## config.mk

```make
export PLATFORM = sky130hd
export DESIGN_NAME = param_safeload
export DESIGN_NICKNAME = d
export VERILOG_FILES = /design/src/rtl/safeload_pkg.sv /design/src/rtl/sl_stage_bank.sv /design/src/rtl/sl_frame_timer.sv /design/src/rtl/sl_sequencer.sv /design/src/rtl/param_safeload.sv
export SDC_FILE = /design/constraint.sdc
export NUM_CORES = 1
export LEC_CHECK = 0
export ABC_AREA = 1
export CAP_MARGIN = 20
export CORE_ASPECT_RATIO = 1.25
export CORE_UTILIZATION = 40
export DETAILED_ROUTE_END_ITERATION = 6
export GPL_TIMING_DRIVEN = 0
export PLACE_DENSITY_LB_ADDON = 0.3
export SLEW_MARGIN = 20
export SYNTH_ARGS = -nofsm -noshare
export SYNTH_HDL_FRONTEND = slang
export SYNTH_SLANG_ARGS = --single-unit
```

## constraint.sdc

```tcl
create_clock -name clk -period 2 [get_ports clk]
set_input_delay 0.6 -clock clk [delete_from_list [all_inputs] [get_ports clk]]
set_output_delay 0.6 -clock clk [all_outputs]
set_load 0.005 [all_outputs]
```

## src/rtl/safeload_pkg.sv

```systemverilog
package safeload_pkg;

    localparam int SLOT_CNT   = 5;
    localparam int SLOT_IDX_W = 3;
    localparam int REG_IDX_W  = 4;

    localparam logic [REG_IDX_W-1:0] CTRL_REG  = 4'd15;
    localparam logic [REG_IDX_W-1:0] DATA_BASE = 4'd8;

    typedef enum logic [1:0] {
        RATE_X1   = 2'b00,
        RATE_X2   = 2'b01,
        RATE_X4   = 2'b10,
        RATE_RSVD = 2'b11
    } rate_e;

    typedef enum logic [1:0] {
        SEQ_IDLE,
        SEQ_WAIT,
        SEQ_COPY,
        SEQ_DONE
    } seq_e;

    typedef struct packed {
        logic                  ctl_sel;
        logic                  addr_sel;
        logic                  data_sel;
        logic [SLOT_IDX_W-1:0] slot;
    } reg_decode_t;

    function automatic reg_decode_t decode_reg(input logic [REG_IDX_W-1:0] a);
        reg_decode_t d;
        d.ctl_sel  = (a == CTRL_REG);
        d.addr_sel = (a < REG_IDX_W'(SLOT_CNT));
        d.data_sel = (a >= DATA_BASE) && (a < DATA_BASE + REG_IDX_W'(SLOT_CNT));
        d.slot     = a[SLOT_IDX_W-1:0];
        return d;
    endfunction

    function automatic logic [SLOT_CNT-1:0] lowest_set(input logic [SLOT_CNT-1:0] m);
        logic [SLOT_CNT-1:0] neg;
        neg = ~m + 1'b1;
        return m & neg;
    endfunction

    function automatic logic [SLOT_IDX_W-1:0] onehot_idx(input logic [SLOT_CNT-1:0] m);
        logic [SLOT_IDX_W-1:0] idx;
        idx = '0;
        for (int k = 0; k < SLOT_CNT; k++) begin
            if (m[k]) idx = SLOT_IDX_W'(k);
        end
        return idx;
    endfunction

endpackage

```

## src/rtl/sl_stage_bank.sv

```systemverilog
module sl_stage_bank
    import safeload_pkg::*;
#(
    parameter int AW = 10,
    parameter int DW = 32
) (
    input  logic                clk,
    input  logic                rst,
    input  logic                wr_en,
    input  reg_decode_t         dec,
    input  logic [DW-1:0]       wdata,
    input  logic [SLOT_CNT-1:0] clr_mask,
    output logic [SLOT_CNT-1:0] dirty,
    output logic [AW-1:0]       slot_addr [SLOT_CNT],
    output logic [DW-1:0]       slot_data [SLOT_CNT]
);

    for (genvar i = 0; i < SLOT_CNT; i++) begin : g_slot
        logic hit;
        assign hit = wr_en && (dec.slot == SLOT_IDX_W'(i));

        always_ff @(posedge clk) begin
            if (rst) begin
                slot_addr[i] <= '0;
            end else if (hit && dec.addr_sel) begin
                slot_addr[i] <= wdata[AW-1:0];
            end
        end

        always_ff @(posedge clk) begin
            if (rst) begin
                slot_data[i] <= '0;
                dirty[i]     <= 1'b0;
            end else if (hit && dec.data_sel) begin
                slot_data[i] <= wdata;
                dirty[i]     <= 1'b1;
            end else if (clr_mask[i]) begin
                dirty[i]     <= 1'b0;
            end
        end
    end

endmodule

```

## src/rtl/sl_frame_timer.sv

```systemverilog
module sl_frame_timer
    import safeload_pkg::*;
#(
    parameter int BASE_LEN = 1024
) (
    input  logic  clk,
    input  logic  rst,
    input  rate_e rate,
    output logic  tick
);

    localparam int CW = $clog2(BASE_LEN);
    localparam logic [CW-1:0] LEN_X1 = CW'(BASE_LEN - 1);
    localparam logic [CW-1:0] LEN_X2 = CW'(BASE_LEN / 2 - 1);
    localparam logic [CW-1:0] LEN_X4 = CW'(BASE_LEN / 4 - 1);

    logic [CW-1:0] cnt;
    logic [CW-1:0] reload;

    always_comb begin
        case (rate)
            RATE_X2: reload = LEN_X2;
            RATE_X4: reload = LEN_X4;
            default: reload = LEN_X1;
        endcase
    end

    assign tick = (cnt == '0);

    always_ff @(posedge clk) begin
        if (rst) begin
            cnt <= LEN_X1;
        end else if (tick) begin
            cnt <= reload;
        end else begin
            cnt <= cnt - 1'b1;
        end
    end

endmodule

```

## src/rtl/sl_sequencer.sv

```systemverilog
module sl_sequencer
    import safeload_pkg::*;
(
    input  logic                  clk,
    input  logic                  rst,
    input  logic                  start_req,
    input  logic                  tick,
    input  logic [SLOT_CNT-1:0]   dirty,
    output logic                  busy,
    output logic                  sel_valid,
    output logic [SLOT_IDX_W-1:0] sel_slot,
    output logic [SLOT_CNT-1:0]   clr_mask
);

    seq_e                state;
    logic [SLOT_CNT-1:0] pending;
    logic [SLOT_CNT-1:0] pick;
    logic [SLOT_CNT-1:0] remain;

    assign pick      = lowest_set(pending);
    assign remain    = pending & ~pick;
    assign sel_valid = (state == SEQ_COPY);
    assign sel_slot  = onehot_idx(pick);
    assign clr_mask  = sel_valid ? pick : '0;
    assign busy      = (state != SEQ_IDLE);

    always_ff @(posedge clk) begin
        if (rst) begin
            state   <= SEQ_IDLE;
            pending <= '0;
        end else begin
            case (state)
                SEQ_IDLE: if (start_req) state <= SEQ_WAIT;
                SEQ_WAIT: if (tick) begin
                    pending <= dirty;
                    state   <= (|dirty) ? SEQ_COPY : SEQ_DONE;
                end
                SEQ_COPY: begin
                    pending <= remain;
                    if (remain == '0) state <= SEQ_DONE;
                end
                default: state <= SEQ_IDLE;
            endcase
        end
    end

endmodule

```

## src/rtl/param_safeload.sv

```systemverilog
module param_safeload
    import safeload_pkg::*;
#(
    parameter int BASE_LEN = 1024,
    parameter int DW       = 32,
    parameter int PAW      = 10
) (
    input  logic           clk,
    input  logic           rst,
    input  logic           reg_wr,
    input  logic [3:0]     reg_addr,
    input  logic [DW-1:0]  reg_wdata,
    output logic           reg_ready,
    output logic           start_busy,
    output logic [1:0]     rate_code,
    output logic           frame_edge,
    output logic           ram_we,
    output logic [PAW-1:0] ram_addr,
    output logic [DW-1:0]  ram_wdata
);

    reg_decode_t           dec;
    logic                  wr_ok;
    logic                  start_req;
    logic                  busy;
    logic                  sel_valid;
    logic [SLOT_IDX_W-1:0] sel_slot;
    logic [SLOT_CNT-1:0]   clr_mask;
    logic [SLOT_CNT-1:0]   dirty;
    logic [PAW-1:0]        slot_addr [SLOT_CNT];
    logic [DW-1:0]         slot_data [SLOT_CNT];
    rate_e                 rate_q;

    assign dec       = decode_reg(reg_addr);
    assign reg_ready = !busy;
    assign wr_ok     = reg_wr && reg_ready;
    assign start_req = wr_ok && dec.ctl_sel && reg_wdata[0];

    always_ff @(posedge clk) begin
        if (rst) begin
            rate_q <= RATE_X1;
        end else if (wr_ok && dec.ctl_sel && (reg_wdata[2:1] != RATE_RSVD)) begin
            rate_q <= rate_e'(reg_wdata[2:1]);
        end
    end

    sl_stage_bank #(.AW(PAW), .DW(DW)) u_bank (
        .clk      (clk),
        .rst      (rst),
        .wr_en    (wr_ok),
        .dec      (dec),
        .wdata    (reg_wdata),
        .clr_mask (clr_mask),
        .dirty    (dirty),
        .slot_addr(slot_addr),
        .slot_data(slot_data)
    );

    sl_frame_timer #(.BASE_LEN(BASE_LEN)) u_timer (
        .clk (clk),
        .rst (rst),
        .rate(rate_q),
        .tick(frame_edge)
    );

    sl_sequencer u_seq (
        .clk      (clk),
        .rst      (rst),
        .start_req(start_req),
        .tick     (frame_edge),
        .dirty    (dirty),
        .busy     (busy),
        .sel_valid(sel_valid),
        .sel_slot (sel_slot),
        .clr_mask (clr_mask)
    );

    always_ff @(posedge clk) begin
        if (rst) begin
            ram_we    <= 1'b0;
            ram_addr  <= '0;
            ram_wdata <= '0;
        end else begin
            ram_we    <= sel_valid;
            ram_addr  <= slot_addr[sel_slot];
            ram_wdata <= slot_data[sel_slot];
        end
    end

    assign start_busy = busy;
    assign rate_code  = rate_q;

endmodule

```

==> results.yml <==
run_status:
  run_status: "complete, but fails checks"
  violations: "DRC, setup timing"
cts:
  path_clk_slew_ps: 60
  tritoncts_num_sinks: 277
  cts_hold_repair.buffers: 0
  maximum_buffer_depth_of_the_clock_tree: 3
  cts_tree: "built"
  worst_skew_pair_latency_ps: 550
  cts_inserted_buffers: 30
  cts.htree.levels: 1
  cts_root_buffer: "sky130_fd_sc_hd__clkbuf_16"
cells_and_area:
  area_growth_syn_to_layout_pct: 22.9
  layout.filler_cells: 2732
  fraction_of_final_layout_cells_with_drive_strength_greater_than_1_pct: 10.9
  nNetsFinal: 1717
  insertedDiodeCount: 0
  final_core_utilization_pct: 50.3
  finish.cell_count_without_fillers: 2045
critical_path:
  worst-r2r-cell-count: 12
  regToRegSetupSlack_ps: 60
  critPathLaunchType: "flop"
  crit_path_end_kind: "primary output"
  r2r-end: "u_bank.slot_data[10]"
  arrival_ps: 1450
  critPathKind: "reg -> out"
  worstReg2RegStart: "u_seq.state[0]"
  critical_path_required_ps: 1400
  critical_path_maximum_fanout: 2
global_route:
  grt_use_total_pct: 23.6
  first_global_vias: 10000
  pin_count_of_the_biggest_net_entering_global_routing: 15
  grt.overflow.total: 0
  grt_pass1_wl_um: 54200
  antenna_violations_before_repair: 0
routing:
  wl_per_cell_um: 17.1
  post_drt_via_cell_ratio: 5.25
  vias: 10700
  iteration_0_drc_count_of_the_detailed_router: 872
  detail_route.first_pass.iterations: 7
  drt_drc_violations_left: 5
  detail-route-antenna-nets: 0
  drt-total-wl_um: 35000
synthesis:
  synth.cell_area_mm2: 0.0113
  ys_seq_elements: 277
  post_synth.cell_area_avg_um2: 7.39
  synth.yosys.warnings: 0
  postSynth.asyncResetShare_pct: 0
  edff_count_synth: 0
  flip_flop_cell_with_the_highest_count_after_synthesis: "sky130_fd_sc_hd__dfxtp_1"
  synthesis.nets: 1581
  synth.yosys.seq_area_share_pct: 48.9
  ys_types: 26
  synth_cells: 1535
sta:
  slew_viol_final: 0
  grt_setup_unrepaired: "true"
  min_period_over_period_pct: 103
  worst_pin_slew_ps: 661
  clock.fmax_ghz: 0.487
  post-route-worst-setup-slack_ps: -53.7
  timing.clock.skew_ps: 7.34
  timing_hold_violations_final: 0
  final-setup-viol-count: 1
  hold_ws_ps: 405
  finalWorstPathRequiredPeriod_ps: 2050
  max-slew-margin-rel_pct: 55.9
power_and_ir_drop:
  power.total_w: 0.0157
  power_switching_w: 0.00499
  total_internal_power_w: 0.0107
  share_clk_of_total_power_pct: 35.3
  power_frac_seq_pct: 38.3
  vdd_ir_drop_max_mv: 0.703
  pwr_density_cell_mw_per_mm2: 1130
  p_comb_share_pct: 26.4
  leakage_nw: 5.84
  power_switching_share_pct: 31.7
floorplan:
  coreArea_mm2: 0.0277
  standard_cell_rows: 68
  floorplan.die_area_mm2: 0.0291
  die_w_um: 153
  ioPinCount: 87
  dieHeight_um: 190
  start_util_pct: 40.9
worst_hold_path:
  hold_path_startpoint: "u_timer.cnt[0]"
  hold-path-cell-count: 1
  hold_path.class: "reg -> reg"
  hold_critical_path_endpoint: "u_timer.cnt[0]"
placement:
  hpwl_um: 23500
  globalplace.congestion: 0.879
  io_buffer_count: 79
  place.detailed.instances: 1964
  place_worst_setup_slack_ps: -720
run:
  timing.max_cap.violations: 0
[cells by family (layout without fill, tap and decap cells)]
| group | after synthesis | after routing | synth area share, % |
|---|---|---|---|
| fa+ha+maj | 7 | 7 | 0.772 |
| buf+inv | 321 | 481 | 11.4 |
| compound gates | 517 | 517 | 24.3 |
| xor+xnor | 3 | 3 | 0.232 |
| flops | 277 | 277 | 48.9 |
| simple gates | 410 | 410 | 14.5 |
[cell type report]
cell class              count  area, um2  share of cell area (%)
plain buffers             110        582                    4.17
clock buffers              52        945                    6.77
clock inverters             4       48.8                   0.350
inverters                 211        793                    5.69
multi-input cells         937       4600                    33.0
flip-flops and latches    277       5550                    39.8
well taps                 350        438                    3.14
repair buffers            104        985                    7.06
[worst max-delay path, stage by stage, from the launching register on]
cell                      delay (ps)
sky130_fd_sc_hd__dfxtp_2         320
sky130_fd_sc_hd__inv_2            80
sky130_fd_sc_hd__ha_4            130
sky130_fd_sc_hd__nand3_2          50
sky130_fd_sc_hd__nor2_2          100
sky130_fd_sc_hd__nand2_2          70
sky130_fd_sc_hd__inv_2            60
sky130_fd_sc_hd__buf_2           100
[synthesized netlist by cell type, drive strengths merged, types with 2 or more instances]
| master | instances | share of area (%) |
|---|---|---|
| clkbuf | 82 | 2.7 |
| o211ai | 64 | 4.2 |
| dfxtp | 277 | 49 |
| ha | 7 | 0.77 |
| xnor2 | 2 | 0.15 |
| nor2 | 191 | 6.5 |
| a21oi | 205 | 9.0 |
| clkinv | 2 | 0.066 |
| nand4 | 6 | 0.33 |
| o21ai | 245 | 11 |
| nand3 | 54 | 2.4 |
| buf | 28 | 1.7 |
| nand2 | 158 | 5.2 |
| inv | 209 | 6.9 |
[cell usage in the layout (no fill, tap or decap), types with 2 or more instances in the layout]
cell	instances
sky130_fd_sc_hd__dfxtp_1	271
sky130_fd_sc_hd__o21ai_0	219
sky130_fd_sc_hd__a21oi_1	205
sky130_fd_sc_hd__inv_1	197
sky130_fd_sc_hd__nor2_1	179
sky130_fd_sc_hd__nand2_1	153
sky130_fd_sc_hd__clkdlybuf4s50_1	69
sky130_fd_sc_hd__o211ai_1	64
sky130_fd_sc_hd__nand3_1	53
sky130_fd_sc_hd__clkbuf_1	45
sky130_fd_sc_hd__buf_4	38
sky130_fd_sc_hd__clkbuf_2	36
sky130_fd_sc_hd__clkbuf_16	31
sky130_fd_sc_hd__o21ai_1	26
sky130_fd_sc_hd__buf_2	18
sky130_fd_sc_hd__inv_2	12
sky130_fd_sc_hd__clkbuf_8	9
sky130_fd_sc_hd__nor2_4	7
sky130_fd_sc_hd__dlymetal6s2s_1	7
sky130_fd_sc_hd__nand4_1	6
sky130_fd_sc_hd__buf_6	6
sky130_fd_sc_hd__dfxtp_2	6
sky130_fd_sc_hd__nor2_2	5
sky130_fd_sc_hd__nand2_2	5
sky130_fd_sc_hd__ha_1	5
sky130_fd_sc_hd__clkbuf_4	4
sky130_fd_sc_hd__buf_1	3
sky130_fd_sc_hd__clkinv_2	3
sky130_fd_sc_hd__xnor2_1	2
sky130_fd_sc_hd__ha_4	2
[worst max path at each step]
stage                   start              endpoint  slack (ps)  cells past startpoint
6_report       u_timer.cnt[0]            frame_edge         -50                      7
4_1_cts        u_timer.cnt[1]            frame_edge        -120                      7
3_5_place_dp              rst  u_bank.slot_data[90]        -720                      6
3_3_place_gp              rst  u_bank.slot_data[94]        -700                      6
5_1_grt        u_timer.cnt[0]            frame_edge        -110                      7
2_1_floorplan  u_seq.state[0]  u_bank.slot_addr[37]         330                     10
[metrics by stage]
step / area (um2) / TNS [ps]
2_1_floorplan: 11300 / 0
3_3_place_gp: 12600 / -135450
3_5_place_dp: 12600 / -143800
4_1_cts: 13700 / -124
5_1_grt: 13900 / -221
6_report: 13900 / -53.7
[sequential cells by signal, indices dropped and copies added (netlist names)]
register          count
ram_addr             10
ram_wdata            32
ram_we                1
rate_code             2
u_bank.dirty          5
u_bank.slot_addr     50
u_bank.slot_data    160
u_seq.pending         5
u_seq.state           2
u_timer.cnt          10
[metal layers]
metal	routed length, um	track usage [%]
met3	2240	2.86
met2	16800	40.6
met4	1100	9.21
met5	0	0
met1	14800	30.1
[repair_timing]
action,in CTS,in global routing
pin swaps,3,9
resized for setup,52,122
setup buffers,11,14
setup endpoints to repair,224,224
[power by group through the flow]
stage	Sequential [W]	Clock (W)	Combinational, W
finish	0.00603	0.00555	0.00415
global route	0.00606	0.00586	0.00455
CTS	0.00603	0.00563	0.00405
detailed placement	0.00615	0	0.00394
global placement	0.00615	0	0.00391
floorplan	0.00615	0	0.00240
No activity file was read; power rests on OpenSTA's default activity.
